**config.mk**
```make
export PLATFORM = sky130hd
export DESIGN_NAME = sci_reg_slave
export DESIGN_NICKNAME = d
export VERILOG_FILES = /design/src/rtl/sci_pkg.sv /design/src/rtl/sci_sync.sv /design/src/rtl/sci_frame_fsm.sv /design/src/rtl/sci_regbank.sv /design/src/rtl/sci_reg_slave.sv
export SDC_FILE = /design/constraint.sdc
export NUM_CORES = 1
export LEC_CHECK = 0
export ABC_AREA = 1
export BUFFER_PORTS_ARGS = -buffer_cell sky130_fd_sc_hd__buf_2
export CAP_MARGIN = 20
export CORE_MARGIN = 2
export CORE_UTILIZATION = 42
export DETAILED_ROUTE_END_ITERATION = 8
export SLEW_MARGIN = 20
export SYNTH_ARGS = -nofsm -noshare
export SYNTH_HDL_FRONTEND = slang
export SYNTH_SLANG_ARGS = --single-unit
```
**constraint.sdc**
```tcl
create_clock -name clk -period 3.2 [get_ports clk]
set_input_delay 0.64 -clock clk [delete_from_list [all_inputs] [get_ports clk]]
set_output_delay 0.64 -clock clk [all_outputs]
set_load 0.03 [all_outputs]
```
**src/rtl/sci_pkg.sv**
```systemverilog
package sci_pkg;
  typedef enum logic [1:0] {
    ST_IDLE,
    ST_RECV,
    ST_READ,
    ST_DONE
  } sci_state_e;
endpackage

```
**src/rtl/sci_sync.sv**
```systemverilog
module sci_sync #(
  parameter int W = 1,
  parameter logic [W-1:0] RST_VAL = '0
) (
  input  logic         clk,
  input  logic         rst_n,
  input  logic [W-1:0] d_i,
  output logic [W-1:0] q_o
);
  for (genvar b = 0; b < W; b++) begin : g_bit
    logic meta_q, sync_q;
    always_ff @(posedge clk or negedge rst_n) begin
      if (!rst_n) begin
        meta_q <= RST_VAL[b];
        sync_q <= RST_VAL[b];
      end else begin
        meta_q <= d_i[b];
        sync_q <= meta_q;
      end
    end
    assign q_o[b] = sync_q;
  end
endmodule

```
**src/rtl/sci_frame_fsm.sv**
```systemverilog
module sci_frame_fsm
  import sci_pkg::*;
#(
  parameter int DATA_W = 8,
  parameter int ADDR_W = 4
) (
  input  logic              clk,
  input  logic              rst_n,
  input  logic              csn_s,
  input  logic              req_s,
  input  logic [DATA_W-1:0] rd_data_i,
  output logic [ADDR_W-1:0] addr_o,
  output logic              we_o,
  output logic [DATA_W-1:0] wdata_o,
  output logic              resp_o,
  output logic              ack_o
);
  localparam int HDR_BITS   = 1 + ADDR_W;
  localparam int FRAME_BITS = HDR_BITS + DATA_W;
  localparam int CNT_W      = $clog2(FRAME_BITS + 1);
  localparam logic [CNT_W-1:0] HDR_LAST   = CNT_W'(HDR_BITS - 1);
  localparam logic [CNT_W-1:0] FRAME_LAST = CNT_W'(FRAME_BITS - 1);
  localparam logic [CNT_W-1:0] DATA_LAST  = CNT_W'(DATA_W - 1);

  sci_state_e        state_q, state_d;
  logic [CNT_W-1:0]  cnt_q, cnt_d;
  logic [DATA_W-1:0] sh_q, sh_d;
  logic [DATA_W-1:0] tx_q, tx_d;
  logic [ADDR_W-1:0] addr_q, addr_d;
  logic              resp_q, resp_d;
  logic              ack_q, ack_d;
  logic [ADDR_W-1:0] hdr_addr;
  logic              hdr_end;
  logic              we;

  assign hdr_addr = {sh_q[ADDR_W-2:0], req_s};
  assign hdr_end  = (state_q == ST_RECV) && (cnt_q == HDR_LAST);
  assign addr_o   = hdr_end ? hdr_addr : addr_q;
  assign wdata_o  = {sh_q[DATA_W-2:0], req_s};
  assign we_o     = we;
  assign resp_o   = resp_q;
  assign ack_o    = ack_q;

  always_comb begin
    state_d = state_q;
    cnt_d   = cnt_q;
    sh_d    = sh_q;
    tx_d    = tx_q;
    addr_d  = addr_q;
    resp_d  = 1'b0;
    ack_d   = 1'b0;
    we      = 1'b0;
    case (state_q)
      ST_IDLE: begin
        if (!csn_s) begin
          sh_d    = {sh_q[DATA_W-2:0], req_s};
          cnt_d   = CNT_W'(1);
          state_d = ST_RECV;
        end
      end
      ST_RECV: begin
        if (csn_s) begin
          state_d = ST_IDLE;
        end else begin
          sh_d  = {sh_q[DATA_W-2:0], req_s};
          cnt_d = cnt_q + CNT_W'(1);
          if (cnt_q == HDR_LAST) begin
            addr_d = hdr_addr;
            if (!sh_q[ADDR_W-1]) begin
              state_d = ST_READ;
              tx_d    = rd_data_i;
              cnt_d   = '0;
            end
          end else if (cnt_q == FRAME_LAST) begin
            we      = 1'b1;
            ack_d   = 1'b1;
            state_d = ST_DONE;
          end
        end
      end
      ST_READ: begin
        if (csn_s) begin
          state_d = ST_IDLE;
        end else begin
          resp_d = tx_q[DATA_W-1];
          tx_d   = {tx_q[DATA_W-2:0], 1'b0};
          cnt_d  = cnt_q + CNT_W'(1);
          if (cnt_q == DATA_LAST) begin
            ack_d   = 1'b1;
            state_d = ST_DONE;
          end
        end
      end
      ST_DONE: begin
        if (csn_s) state_d = ST_IDLE;
      end
      default: state_d = ST_IDLE;
    endcase
  end

  always_ff @(posedge clk or negedge rst_n) begin
    if (!rst_n) begin
      state_q <= ST_IDLE;
      cnt_q   <= '0;
      sh_q    <= '0;
      tx_q    <= '0;
      addr_q  <= '0;
      resp_q  <= 1'b0;
      ack_q   <= 1'b0;
    end else begin
      state_q <= state_d;
      cnt_q   <= cnt_d;
      sh_q    <= sh_d;
      tx_q    <= tx_d;
      addr_q  <= addr_d;
      resp_q  <= resp_d;
      ack_q   <= ack_d;
    end
  end

  // acknowledge never lasts longer than one cycle
  p_ack_single_r4: assert property (@(posedge clk) disable iff (!rst_n)
    ack_q |=> !ack_q);

  // select rising inside a frame returns to idle with no acknowledge
  p_abort_idle_r9: assert property (@(posedge clk) disable iff (!rst_n)
    (state_q == ST_RECV && csn_s) |=> (state_q == ST_IDLE && !ack_q));

  // idle slave keeps both return wires low
  p_quiet_idle_r10: assert property (@(posedge clk) disable iff (!rst_n)
    (state_q == ST_IDLE) |-> (!resp_q && !ack_q));

  // a register write is followed by the acknowledge and the done state
  p_write_acked_r3: assert property (@(posedge clk) disable iff (!rst_n)
    we |=> (ack_q && state_q == ST_DONE));
endmodule

```
**src/rtl/sci_regbank.sv**
```systemverilog
module sci_regbank #(
  parameter int DATA_W = 8,
  parameter int ADDR_W = 4,
  parameter int N_RW   = 5,
  parameter int N_RO   = 5
) (
  input  logic                   clk,
  input  logic                   rst_n,
  input  logic                   we_i,
  input  logic [ADDR_W-1:0]      addr_i,
  input  logic [DATA_W-1:0]      wdata_i,
  input  logic [N_RO*DATA_W-1:0] ro_d_i,
  output logic [DATA_W-1:0]      rd_data_o,
  output logic [N_RW*DATA_W-1:0] rw_q_o
);
  for (genvar i = 0; i < N_RW; i++) begin : g_rw
    logic [DATA_W-1:0] reg_q, reg_d;
    logic              hit;
    assign hit = we_i && (addr_i == ADDR_W'(i));
    always_comb reg_d = hit ? wdata_i : reg_q;
    always_ff @(posedge clk or negedge rst_n) begin
      if (!rst_n) reg_q <= '0;
      else        reg_q <= reg_d;
    end
    assign rw_q_o[i*DATA_W +: DATA_W] = reg_q;
  end

  always_comb begin
    rd_data_o = '0;
    for (int i = 0; i < N_RW; i++) begin
      if (addr_i == ADDR_W'(i)) rd_data_o = rw_q_o[i*DATA_W +: DATA_W];
    end
    for (int j = 0; j < N_RO; j++) begin
      if (addr_i == ADDR_W'(N_RW + j)) rd_data_o = ro_d_i[j*DATA_W +: DATA_W];
    end
  end

  // writes outside the writable range leave every register untouched
  p_ro_write_ignored_r8: assert property (@(posedge clk) disable iff (!rst_n)
    (we_i && (int'(addr_i) >= N_RW)) |=> $stable(rw_q_o));

  // writable contents change only on a write strobe
  p_change_needs_write_r3: assert property (@(posedge clk) disable iff (!rst_n)
    !$stable(rw_q_o) |-> $past(we_i));
endmodule

```
**src/rtl/sci_reg_slave.sv**
```systemverilog
module sci_reg_slave #(
  parameter int DATA_W = 8,
  parameter int ADDR_W = 4,
  parameter int N_RW   = 5,
  parameter int N_RO   = 5
) (
  input  logic                   clk,
  input  logic                   rst_n,
  input  logic                   sel_n_i,
  input  logic                   req_i,
  output logic                   resp_o,
  output logic                   ack_o,
  input  logic [N_RO*DATA_W-1:0] ro_d_i,
  output logic [N_RW*DATA_W-1:0] rw_q_o
);
  localparam int N_REGS = N_RW + N_RO;

  logic [1:0]        rst_pipe_q;
  logic              rst_sync_n;
  logic [1:0]        pins_s;
  logic              csn_s, req_s;
  logic [ADDR_W-1:0] addr;
  logic              we;
  logic [DATA_W-1:0] wdata, rd_data;

  always_ff @(posedge clk or negedge rst_n) begin
    if (!rst_n) rst_pipe_q <= '0;
    else        rst_pipe_q <= {rst_pipe_q[0], 1'b1};
  end
  assign rst_sync_n = rst_pipe_q[1];

  sci_sync #(.W(2), .RST_VAL(2'b10)) i_sync (
    .clk   (clk),
    .rst_n (rst_sync_n),
    .d_i   ({sel_n_i, req_i}),
    .q_o   (pins_s)
  );
  assign csn_s = pins_s[1];
  assign req_s = pins_s[0];

  sci_frame_fsm #(.DATA_W(DATA_W), .ADDR_W(ADDR_W)) i_fsm (
    .clk       (clk),
    .rst_n     (rst_sync_n),
    .csn_s     (csn_s),
    .req_s     (req_s),
    .rd_data_i (rd_data),
    .addr_o    (addr),
    .we_o      (we),
    .wdata_o   (wdata),
    .resp_o    (resp_o),
    .ack_o     (ack_o)
  );

  sci_regbank #(.DATA_W(DATA_W), .ADDR_W(ADDR_W), .N_RW(N_RW), .N_RO(N_RO)) i_bank (
    .clk       (clk),
    .rst_n     (rst_sync_n),
    .we_i      (we),
    .addr_i    (addr),
    .wdata_i   (wdata),
    .ro_d_i    (ro_d_i),
    .rd_data_o (rd_data),
    .rw_q_o    (rw_q_o)
  );

  // map must fit the address space
  initial begin
    p_map_fits_r1: assert (N_REGS <= (1 << ADDR_W));
  end

  // outputs stay low while the internal reset is held
  p_reset_quiet_r1: assert property (@(posedge clk)
    !rst_sync_n |-> (!ack_o && !resp_o && rw_q_o == '0));
endmodule

```
## Word level (Yosys, flattened, before mapping)

Index checks and enable logic that the tools add are counted.

| word-level totals | value |
|---|---|
| bits of input ports | 44 |
| bits in registers | 73 |
| logic and storage cells | 99 |
| output and inout bits | 42 |

| operators by class | value |
|---|---|
| bitwise operators | 1 |
| muxes and demuxes | 40 |
| add/subtract/negate cells | 1 |
| reductions and logical operators | 16 |
| equal/unequal tests | 24 |

Operators with widths:

| operator | count |
|---|---|
| $mux W8 | 14 |
| $eq A4 B3 Y1 const B | 6 |
| $mux W4 | 6 |
| $mux W2 | 8 |
| $pmux W8 S2 | 1 |
| $eq A4 B4 Y1 const B | 3 |
| $ne A2 B2 Y1 const B | 6 |
| $pmux W4 S3 | 1 |
| $reduce_and A5 Y1 | 2 |
| $eq A4 B2 Y1 const B | 2 |
| $mux W1 | 8 |
| $ne A4 B4 Y1 const B | 2 |
| $pmux W2 S4 | 1 |
| $logic_and A1 B1 Y1 | 6 |
| $add A4 B1 Y4 const B | 1 |
| $eq A2 B2 Y1 const B | 2 |
| $eq A4 B1 Y1 const B | 1 |
| $logic_not A4 Y1 | 1 |
| $reduce_and A4 Y1 | 1 |
| $ne A3 B2 Y1 const B | 1 |
| $reduce_and A3 Y1 | 1 |
| $reduce_bool A3 Y1 | 1 |
| $eq A2 B1 Y1 const B | 1 |
| $logic_not A2 Y1 | 1 |
| other kinds (5) | 5 |

## Depth between registers and ports, before layout

Gate-level depths: netlist of run 1.

| logic depth | value |
|---|---|
| word-level depth | 18 |
| mapped depth | 17 |
| gate-level depth less buffers | 17 |

## By module

Synthesis of run 1 repeated with hierarchy kept, for this count alone.

| second synthesis, totals | value |
|---|---|
| cell total of the unflattened synthesis | 498 |
| area, all modules | 3902.5 µm² |

By module, submodules not included:

| module | times used | cells each | area an instance (µm²) | seq. area each (µm²) |
|---|---|---|---|---|
| sci_regbank | 1 | 297 | 2234.6 | 1001.0 |
| sci_frame_fsm | 1 | 192 | 1496.4 | 675.6 |
| sci_sync | 1 | 6 | 117.6 | 102.6 |
| sci_reg_slave | 1 | 3 | 53.8 | 50.0 |

## Worst setup path before layout of run 1

Ideal clock, no wire load.

| path | value |
|---|---|
| path kind | register to register |
| from | register i_fsm.state_q[1] |
| to | register i_bank.g_rw[1].reg_q[5] |
| buffers on the path | 2 |
| cell stages (with the launch flop) | 12 |
| path slack | 1149 ps |
| library setup time | 131 ps |
| clock period less this slack | 2051 ps |
| arrival time | 1920 ps |
| required time | 3069 ps |
| cells stage by stage | dfrtp_1 > inv_1 > ha_1 > buf_2 > inv_1 > nor2_1 > inv_1 > nor3_4 > nand2_2 > clkbuf_1 > nand2_1 > o21ai_0 |

| on the way | value |
|---|---|
| longest elaborated chain between the ends | 5 |
| elaborated cells on any way between the ends | 6 |
| classes of those cells | 2 x eq/ne; 2 x mux; 2 x reduce/logical |

RTL lines:

| element | RTL line | RTL |
|---|---|---|
| start, declared | sci_frame_fsm.sv:25 | `sci_state_e state_q, state_d;` |
| start signal, assigned | sci_frame_fsm.sv:111 | `state_q <= state_d;` |
| $eq A2 B1 Y1 (*) | sci_frame_fsm.sv:37, sci_frame_fsm.sv:53 |  |
| $logic_and A1 B1 Y1 | sci_frame_fsm.sv:37 | `assign hdr_end = (state_q == ST_RECV) && (cnt_q == HDR_LAST);` |
| $mux W4 | sci_frame_fsm.sv:38 | `assign addr_o = hdr_end ? hdr_addr : addr_q;` |
| $eq A4 B1 Y1 | sci_regbank.sv:19 | `assign hit = we_i && (addr_i == ADDR_W'(i));` |
| $logic_and A1 B1 Y1 (*) | sci_regbank.sv:19 |  |
| end signal, assigned | sci_regbank.sv:23 | `else reg_q <= reg_d;` |
| end, declared | sci_regbank.sv:17 | `logic [DATA_W-1:0] reg_q, reg_d;` |

Every way passes the cells marked *; elsewhere a longest branch is shown, timed or not.
A chain may end at the register's enable or synchronous reset.

## Worst setup path in the final report of run 1

| path | value |
|---|---|
| from | register i_fsm.state_q[1] |
| to | register i_fsm.tx_q[1] |

| on the way | value |
|---|---|
| longest elaborated chain between the ends | 18 |
| elaborated cells on any way between the ends | 34 |
| classes of those cells | 15 x eq/ne; 15 x mux; 4 x reduce/logical |

RTL lines:

| element | RTL line | RTL |
|---|---|---|
| $eq A2 B1 Y1 | sci_frame_fsm.sv:37, sci_frame_fsm.sv:53 |  |
| $logic_and A1 B1 Y1 | sci_frame_fsm.sv:37 |  |
| $mux W4 | sci_frame_fsm.sv:38 |  |
| $logic_not A4 Y1 | sci_regbank.sv:31 | `if (addr_i == ADDR_W'(i)) rd_data_o = rw_q_o[i*DATA_W +: DATA_W];` |
| $mux W8 (5 in a row) | sci_regbank.sv:31 |  |
| $mux W8 (5 in a row) | sci_regbank.sv:34 | `if (addr_i == ADDR_W'(N_RW + j)) rd_data_o = ro_d_i[j*DATA_W +: DATA_W];` |
| $mux W8 | sci_frame_fsm.sv:69 | `if (!sh_q[ADDR_W-1]) begin` |
| $mux W8 | sci_frame_fsm.sv:67 | `if (cnt_q == HDR_LAST) begin` |
| $mux W8 | sci_frame_fsm.sv:62 | `if (csn_s) begin` |
| $pmux W8 S2 | sci_frame_fsm.sv:53 | `case (state_q)` |
| end signal, assigned | sci_frame_fsm.sv:114 | `tx_q <= tx_d;` |
| end, declared | sci_frame_fsm.sv:28 | `logic [DATA_W-1:0] tx_q, tx_d;` |

Several ways; a longest one is shown, not always the timed one. The select of a mux whose other input is x is not followed.

==> impl_metrics.csv, run 1 <==
group,metric,value,unit
clock_tree,ctsResizeCount,0,
power,switching_power,0.00132,W
place,place_congestion,0.894,
clock_tree,htree_levels,3,
setup_path,critical_path_required,3.48,ns
route,drtAntennaViolNets,0,
final_layout,final_nets,624,
clock_tree,hold_buffers,0,
power,p_per_area,691,mW/mm²
logic_synthesis,synth_ff_type,"dfrtp_1",
global_routing,grt_util_met3,0.0457,
logic_synthesis,syn_area_per_cell,7.93,µm²
final_layout,final_util,0.520,
logic_synthesis,async_reset_ff_frac,1.00,
route,viasPerCell,5.09,
power,ir_worst_vdd,238,µV
timing,hold_ws,0.0667,ns
die,die_w,99.4,µm
die,rows,34,
logic_synthesis,synthCells,482,
timing,layout_min_cycle_time,2.75,ns
final_layout,num-fill-cells,844,
route,drt_iter0_drc,184,
logic_synthesis,synth_area_leaders,"dfrtp_1 46%, nand2_1 13%, o21ai_0 6.2%, inv_1 5.1%, nor2_1 4.7%",
global_routing,grt_pass1_wl,17000,µm
die,die_h,99.4,µm
global_routing,globalRoute.totalOverflow,0,
clock_tree,cts_tree,"yes",
clock_tree,clock_path_buffers,2,
setup_path,cp-end-kind,"flop",
timing,min_period_over_period,0.861,
timing,rsz0062_at_grt,"no",
clock_tree,cts_buffers,9,
global_routing,grt_max_degree,29,
power,switching_share,0.419,
final_layout,areaGrowthSynthToFinish,19.4,%
logic_synthesis,synth-edff-count,0,
timing,relSlewSlack,0.414,
setup_path,startpoint_type,"flop",
power,clkPwrFrac,0.236,
clock_tree,clk_pin_slew,0.08,ns
timing,worstMarginPinSlew,0.872,ns
power,power.total,0.00315,W
route,drt_pre_antenna_iters,4,
route,routed-via-count,3490,
global_routing,antenna_found_initial,0,
logic_synthesis,synth_top_area_frac,0.465,
route,drcViolationCount,0,
global_routing,grt.met1_usage,0.312,
power,total_leakage_power,2.38,nW
logic_synthesis,syn-num-nets,533,
global_routing,grt_pass1_vias,3448,
logic_synthesis,mappedNetlistArea,0.00382,mm²
place,post_dp_cell_area,0.00436,mm²
clock_tree,clkSinkCount,73,
setup_path,setup.worst_path.class,"reg -> reg",
logic_synthesis,ys_types,36,
global_routing,top_usage_layer,"met2",
global_routing,use_met2,0.333,
logic_synthesis,ys_ff_latch,73,
power,seqPwrFrac,0.374,
logic_synthesis,yosysWarnings,0,
clock_tree,clock_latency,0.35,ns
timing,fmax,363,MHz
power,p_comb_frac,0.390,
timing,finalSetupTns,0,ns
logic_synthesis,yosys-top-cells-count,"135 x nand2_1, 71 x dfrtp_1, 52 x inv_1",
die,start_util,0.436,
place,portBuffers,85,
outcome,status,"complete, no violations",
clock_tree,cts_setup_buffers,0,
timing,hold_violations,0,
timing,finalSetupViolCount,0,
place,dpl.hpwl,7910,µm
logic_synthesis,synth_top_area_cell,"dfrtp_1",
run,max_cap_violations,0,
final_layout,final_design_area_no_fill,0.00456,mm²
global_routing,track_usage,0.222,
setup_path,cp_max_fo,12,
min_path,hp-class,"in -> async",
logic_synthesis,synth_most_common_cell,"nand2_1",
timing,report.final.slew_viol_count,0,
route,wl,10500,µm
die,ios,86,
die,dieArea,0.00988,mm²
logic_synthesis,ys_seq_area_frac,0.479,
setup_path,worstPathArrival,3.03,ns
final_layout,diodes,0,
clock_tree,clockRootBuffer,"clkbuf_8",
power,intPower,0.00183,W
timing,clock_skew,0.0130,ns
final_layout,drive_gt1_frac,0.237,
die,core,0.00876,mm²
route,wl_per_cell,15.3,µm
-- per-layer routing --
metal | share of wire | wire length (µm) | vias up
li1 | - | - | 1737
met5 | 0 | 0 | -
met4 | 0.030 | 317 | 0
met2 | 0.44 | 4610 | 108
met1 | 0.46 | 4870 | 1620
met3 | 0.065 | 682 | 25
-- flip-flops by register name, summed over array words and instances (netlist names) --
name and cells:
i_bank.g_rw.reg_q 40, i_fsm.state_q 2, i_fsm.resp_o 1, i_fsm.ack_o 1, i_fsm.cnt_q 4, i_sync.g_bit.meta_q 2, i_fsm.sh_q 7, i_fsm.addr_q 4
rst_pipe_q 2, i_sync.g_bit.sync_q 2, i_fsm.tx_q 8
-- layout make-up --
| type | instances | area [µm²] | share of cell area |
|---|---|---|---|
| Clock buffer | 11 | 141 | 0.0310 |
| Tap cell | 108 | 135 | 0.0296 |
| Sequential cell | 73 | 1830 | 0.401 |
| Clock inverter | 5 | 62.6 | 0.0137 |
| Timing Repair Buffer | 88 | 448 | 0.0982 |
| Inverter | 55 | 206 | 0.0453 |
| Multi-Input combinational cell | 346 | 1740 | 0.381 |
-- path summary, 6_finish.rpt --
check | startpoint | to | slack (ns) | cells past startpoint
worst min-delay path | rst_n | rst_pipe_q[1] | 0.07 | 1
max in group asynchronous | rst_pipe_q[1] | i_fsm.addr_q[0] | 2.21 | 1
worst max register to register | i_fsm.state_q[1] | i_fsm.tx_q[1] | 0.45 | 12
worst max-delay path | i_fsm.state_q[1] | i_fsm.tx_q[1] | 0.45 | 12
min in group clk | i_sync.g_bit[1].meta_q | i_sync.g_bit[1].sync_q | 0.36 | 0
worst min register to register | rst_pipe_q[1] | i_bank.g_rw[0].reg_q[4] | 0.22 | 0
-- cell usage in the layout (no fill, tap or decap), drive strengths merged --
cell type  count
nand2        149
buf           88
dfrtp         71
o21ai         70
inv           56
nor2          52
nand3         20
a21oi         19
clkbuf        11
nand4         10
ha             7
nor3           6
or2            3
xor2           2
clkinvlp       2
dfstp          2
a211oi         1
a221oi         1
o221ai         1
nor4           1
o41ai          1
a21boi         1
o2111ai        1
bufinv         1
clkinv         1
conb           1
-- critical path, cell delays in order, from the launching register on --
cell	delay, ns
dfrtp_1	0.44
inv_1	0.10
ha_1	0.41
nand4_2	0.24
nand2_1	0.15
nand2_2	0.13
nor2_1	0.29
nand2_1	0.28
inv_1	0.28
a21oi_1	0.09
nand3_1	0.12
nand2_1	0.06
a21oi_2	0.10
-- power groups by stage --
stage,registers (W),clock network (W),logic [W]
6_report,0.00118,0.000743,0.00123
5_1_grt,0.00120,0.000804,0.00142
4_1_cts,0.00118,0.000763,0.00124
3_5_place_dp,0.00120,0,0.00123
3_3_place_gp,0.00119,0,0.00122
2_1_floorplan,0.00118,0,0.000916
-- kinds of logic after synthesis --
| kind of cell | synth area share |
|---|---|
| compound gates | 0.131 |
| xor+xnor | 0.00458 |
| fa+ha+maj | 0.0229 |
| buf+inv | 0.0668 |
| flops | 0.479 |
| other cells | 0.000981 |
| simple gates | 0.295 |
-- metrics by stage --
step / std cells / worst slack, ns
2_1_floorplan: 482 / 1.02
3_3_place_gp: 670 / 0.643
3_5_place_dp: 670 / 0.567
4_1_cts: 686 / 0.532
5_1_grt: 686 / 0.165
6_report: 686 / 0.445
Note: power is estimated with default switching activity, not from simulation.
==> run 2: changes to the inputs <==
- REMOVE_ABC_BUFFERS: unset -> 1
==> run 2 against run 1 <==
Compared with the run above: clock skew is 0.0039 ns higher; sequential power hardly changed; die area stayed put; cell count is 0.15% lower; fmax is 3.5% higher; critical path type unchanged.
==> impl_metrics.csv, run 2 (synthesized netlist as in run 1, its figures left out) <==
group,metric,value,unit
place,post_dp_cell_area,0.00435,mm²
final_layout,multi_input_area,0.00174,mm²
clock_tree,cts_tree,"yes",
clock_tree,clockRootBuffer,"clkbuf_8",
route,drtAntennaViolNets,0,
route,wl_per_cell,14.7,µm
final_layout,final_nets,623,
setup_path,path_cells,"inv_1 > ha_1 > nand4_2 > nand2_1 > nand2_2 > nor2_1 > nand2_1 > inv_1 > a21oi_1 > nand3_1 > nand2_1 > a21oi_2",
clock_tree,clkSinkCount,73,
final_layout,largest_reg_flops,40,
global_routing,globalRoute.totalOverflow,0,
route,drcViolationCount,0,
global_routing,grt_pass1_vias,3260,
route,drt_pre_antenna_iters,6,
route,viasPerCell,5.04,
min_path,hp-class,"in -> async",
timing,min_period_over_period,0.832,
die,ios,86,
die,die_h,99.4,µm
final_layout,num-fill-cells,878,
setup_path,worst_path_max_delay_cell,"dfrtp_1",
timing,finalSetupTns,0,ns
power,p_per_area,700,mW/mm²
setup_path,critPathMaxStageDelay,0.43,ns
route,drt_iter0_drc,154,
final_layout,drive_gt1_frac,0.236,
final_layout,largestRegisters,"i_bank.g_rw.reg_q x40, i_fsm.tx_q x8, i_fsm.sh_q x7",
timing,hold_ws,0.0536,ns
place,dpl.hpwl,7530,µm
timing,relSlewSlack,0.399,
final_layout,final_design_area_no_fill,0.00457,mm²
final_layout,final_cells,685,
setup_path,crit_buf_inv,2,
route,wl,10100,µm
route,routed-via-count,3454,
clock_tree,clk_pin_slew,0.08,ns
setup_path,cp_max_fo,12,
clock_tree,htree_levels,3,
timing,hold_violations,0,
place,place_congestion,0.878,
die,dieArea,0.00988,mm²
die,start_util,0.436,
final_layout,seqCellArea,0.00183,mm²
timing,layout_min_cycle_time,2.66,ns
power,ir_worst_vdd,271,µV
global_routing,grt_pass1_wl,16300,µm
outcome,status,"complete, no violations",
clock_tree,cts_buffers,9,
timing,finalSetupViolCount,0,
clock_tree,hold_buffers,0,
final_layout,regMostFlops,"i_bank.g_rw.reg_q",
setup_path,startpoint_type,"flop",
timing,fmax,376,MHz
timing,clock_skew,0.0170,ns
timing,rsz0062_at_grt,"no",
clock_tree,cts_setup_buffers,0,
setup_path,ff2ff_setup_slack,0.54,ns
clock_tree,ctsResizeCount,0,
setup_path,cp-end-kind,"flop",
setup_path,crit_top_cell,"nand2_1",
power,total_leakage_power,2.39,nW
global_routing,track_usage,0.212,
clock_tree,clock_path_buffers,2,
final_layout,diodes,0,
clock_tree,clock_latency,0.35,ns
place,placed_cells,669,
global_routing,grt_max_degree,72,
final_layout,final_cell_mix,"135 x nand2_1, 85 x buf_2, 70 x dfrtp_1",
setup_path,worstPathArrival,2.93,ns
die,die_w,99.4,µm
setup_path,critical_path_required,3.47,ns
global_routing,antenna_found_initial,0,
final_layout,layout_commonest_cell,"nand2_1",
setup_path,crit_family,"simple AND/OR/NAND/NOR gates",
final_layout,areaGrowthSynthToFinish,19.5,%
timing,report.final.slew_viol_count,0,
timing,worstMarginPinSlew,0.902,ns
run,max_cap_violations,0,
power,power.total,0.00320,W
place,portBuffers,85,
setup_path,setup.worst_path.class,"reg -> reg",
die,rows,34,
die,core,0.00876,mm²
[run 2: changes by cell type in the layout (fill, tap and decap cells not counted)]
cell | previous run | this run
clkbuf_8 | 10 | 9
clkinv_2 | 0 | 1
bufinv_16 | 1 | 2
clkinvlp_4 | 2 | 0
clkinv_4 | 1 | 2
buf_4 | 3 | 2
[run 2: per-layer routing]
metal  vias up  GRT usage  wire, µm
li1       1740          -         -
met4         0     0.0632       161
met2       106      0.325      4540
met1      1594      0.312      4780
met3        14     0.0337       610
met5         -          0         0
[run 2: area by class of cell]
cell class	count	area share
clock inverter	6	0.0200
tap	108	0.0296
timing repair buffer	87	0.0964
multi-input combinational	346	0.380
inverter	55	0.0452
clock buffer	10	0.0279
sequential	73	0.401
[run 2: metrics by stage]
step,utilization,worst slack [ns]
after floorplan,-,1.02
after global placement,0.496,0.657
after detailed placement,0.496,0.596
after CTS,0.521,0.556
after global routing,0.521,0.319
final,0.521,0.537
[run 2: worst paths after layout]
kind / start / endpoint / cells past startpoint
max in group asynchronous: rst_pipe_q[1] / i_fsm.tx_q[4] / 1
setup reg to reg: i_fsm.state_q[1] / i_fsm.tx_q[1] / 12
hold reg to reg: i_sync.g_bit[0].meta_q / i_sync.g_bit[0].sync_q / 0
setup / recovery: i_fsm.state_q[1] / i_fsm.tx_q[1] / 12
hold / removal: rst_n / rst_pipe_q[1] / 1
min in group clk: i_sync.g_bit[0].meta_q / i_sync.g_bit[0].sync_q / 0
[run 2: power breakdown]
part	internal (W)	total, W	switching, W
sequential	0.00107	0.00117	0.000105
combinational	0.000377	0.00122	0.000844
clock	0.000444	0.000804	0.000361
total	0.00189	0.00320	0.00131
[run 2: worst reg2reg max path, stage by stage (launching register included)]
cell,delay (ns)
dfrtp_1,0.43
inv_1,0.10
ha_1,0.39
nand4_2,0.24
nand2_1,0.13
nand2_2,0.12
nor2_1,0.29
nand2_1,0.27
inv_1,0.26
a21oi_1,0.07
nand3_1,0.11
nand2_1,0.06
a21oi_2,0.11
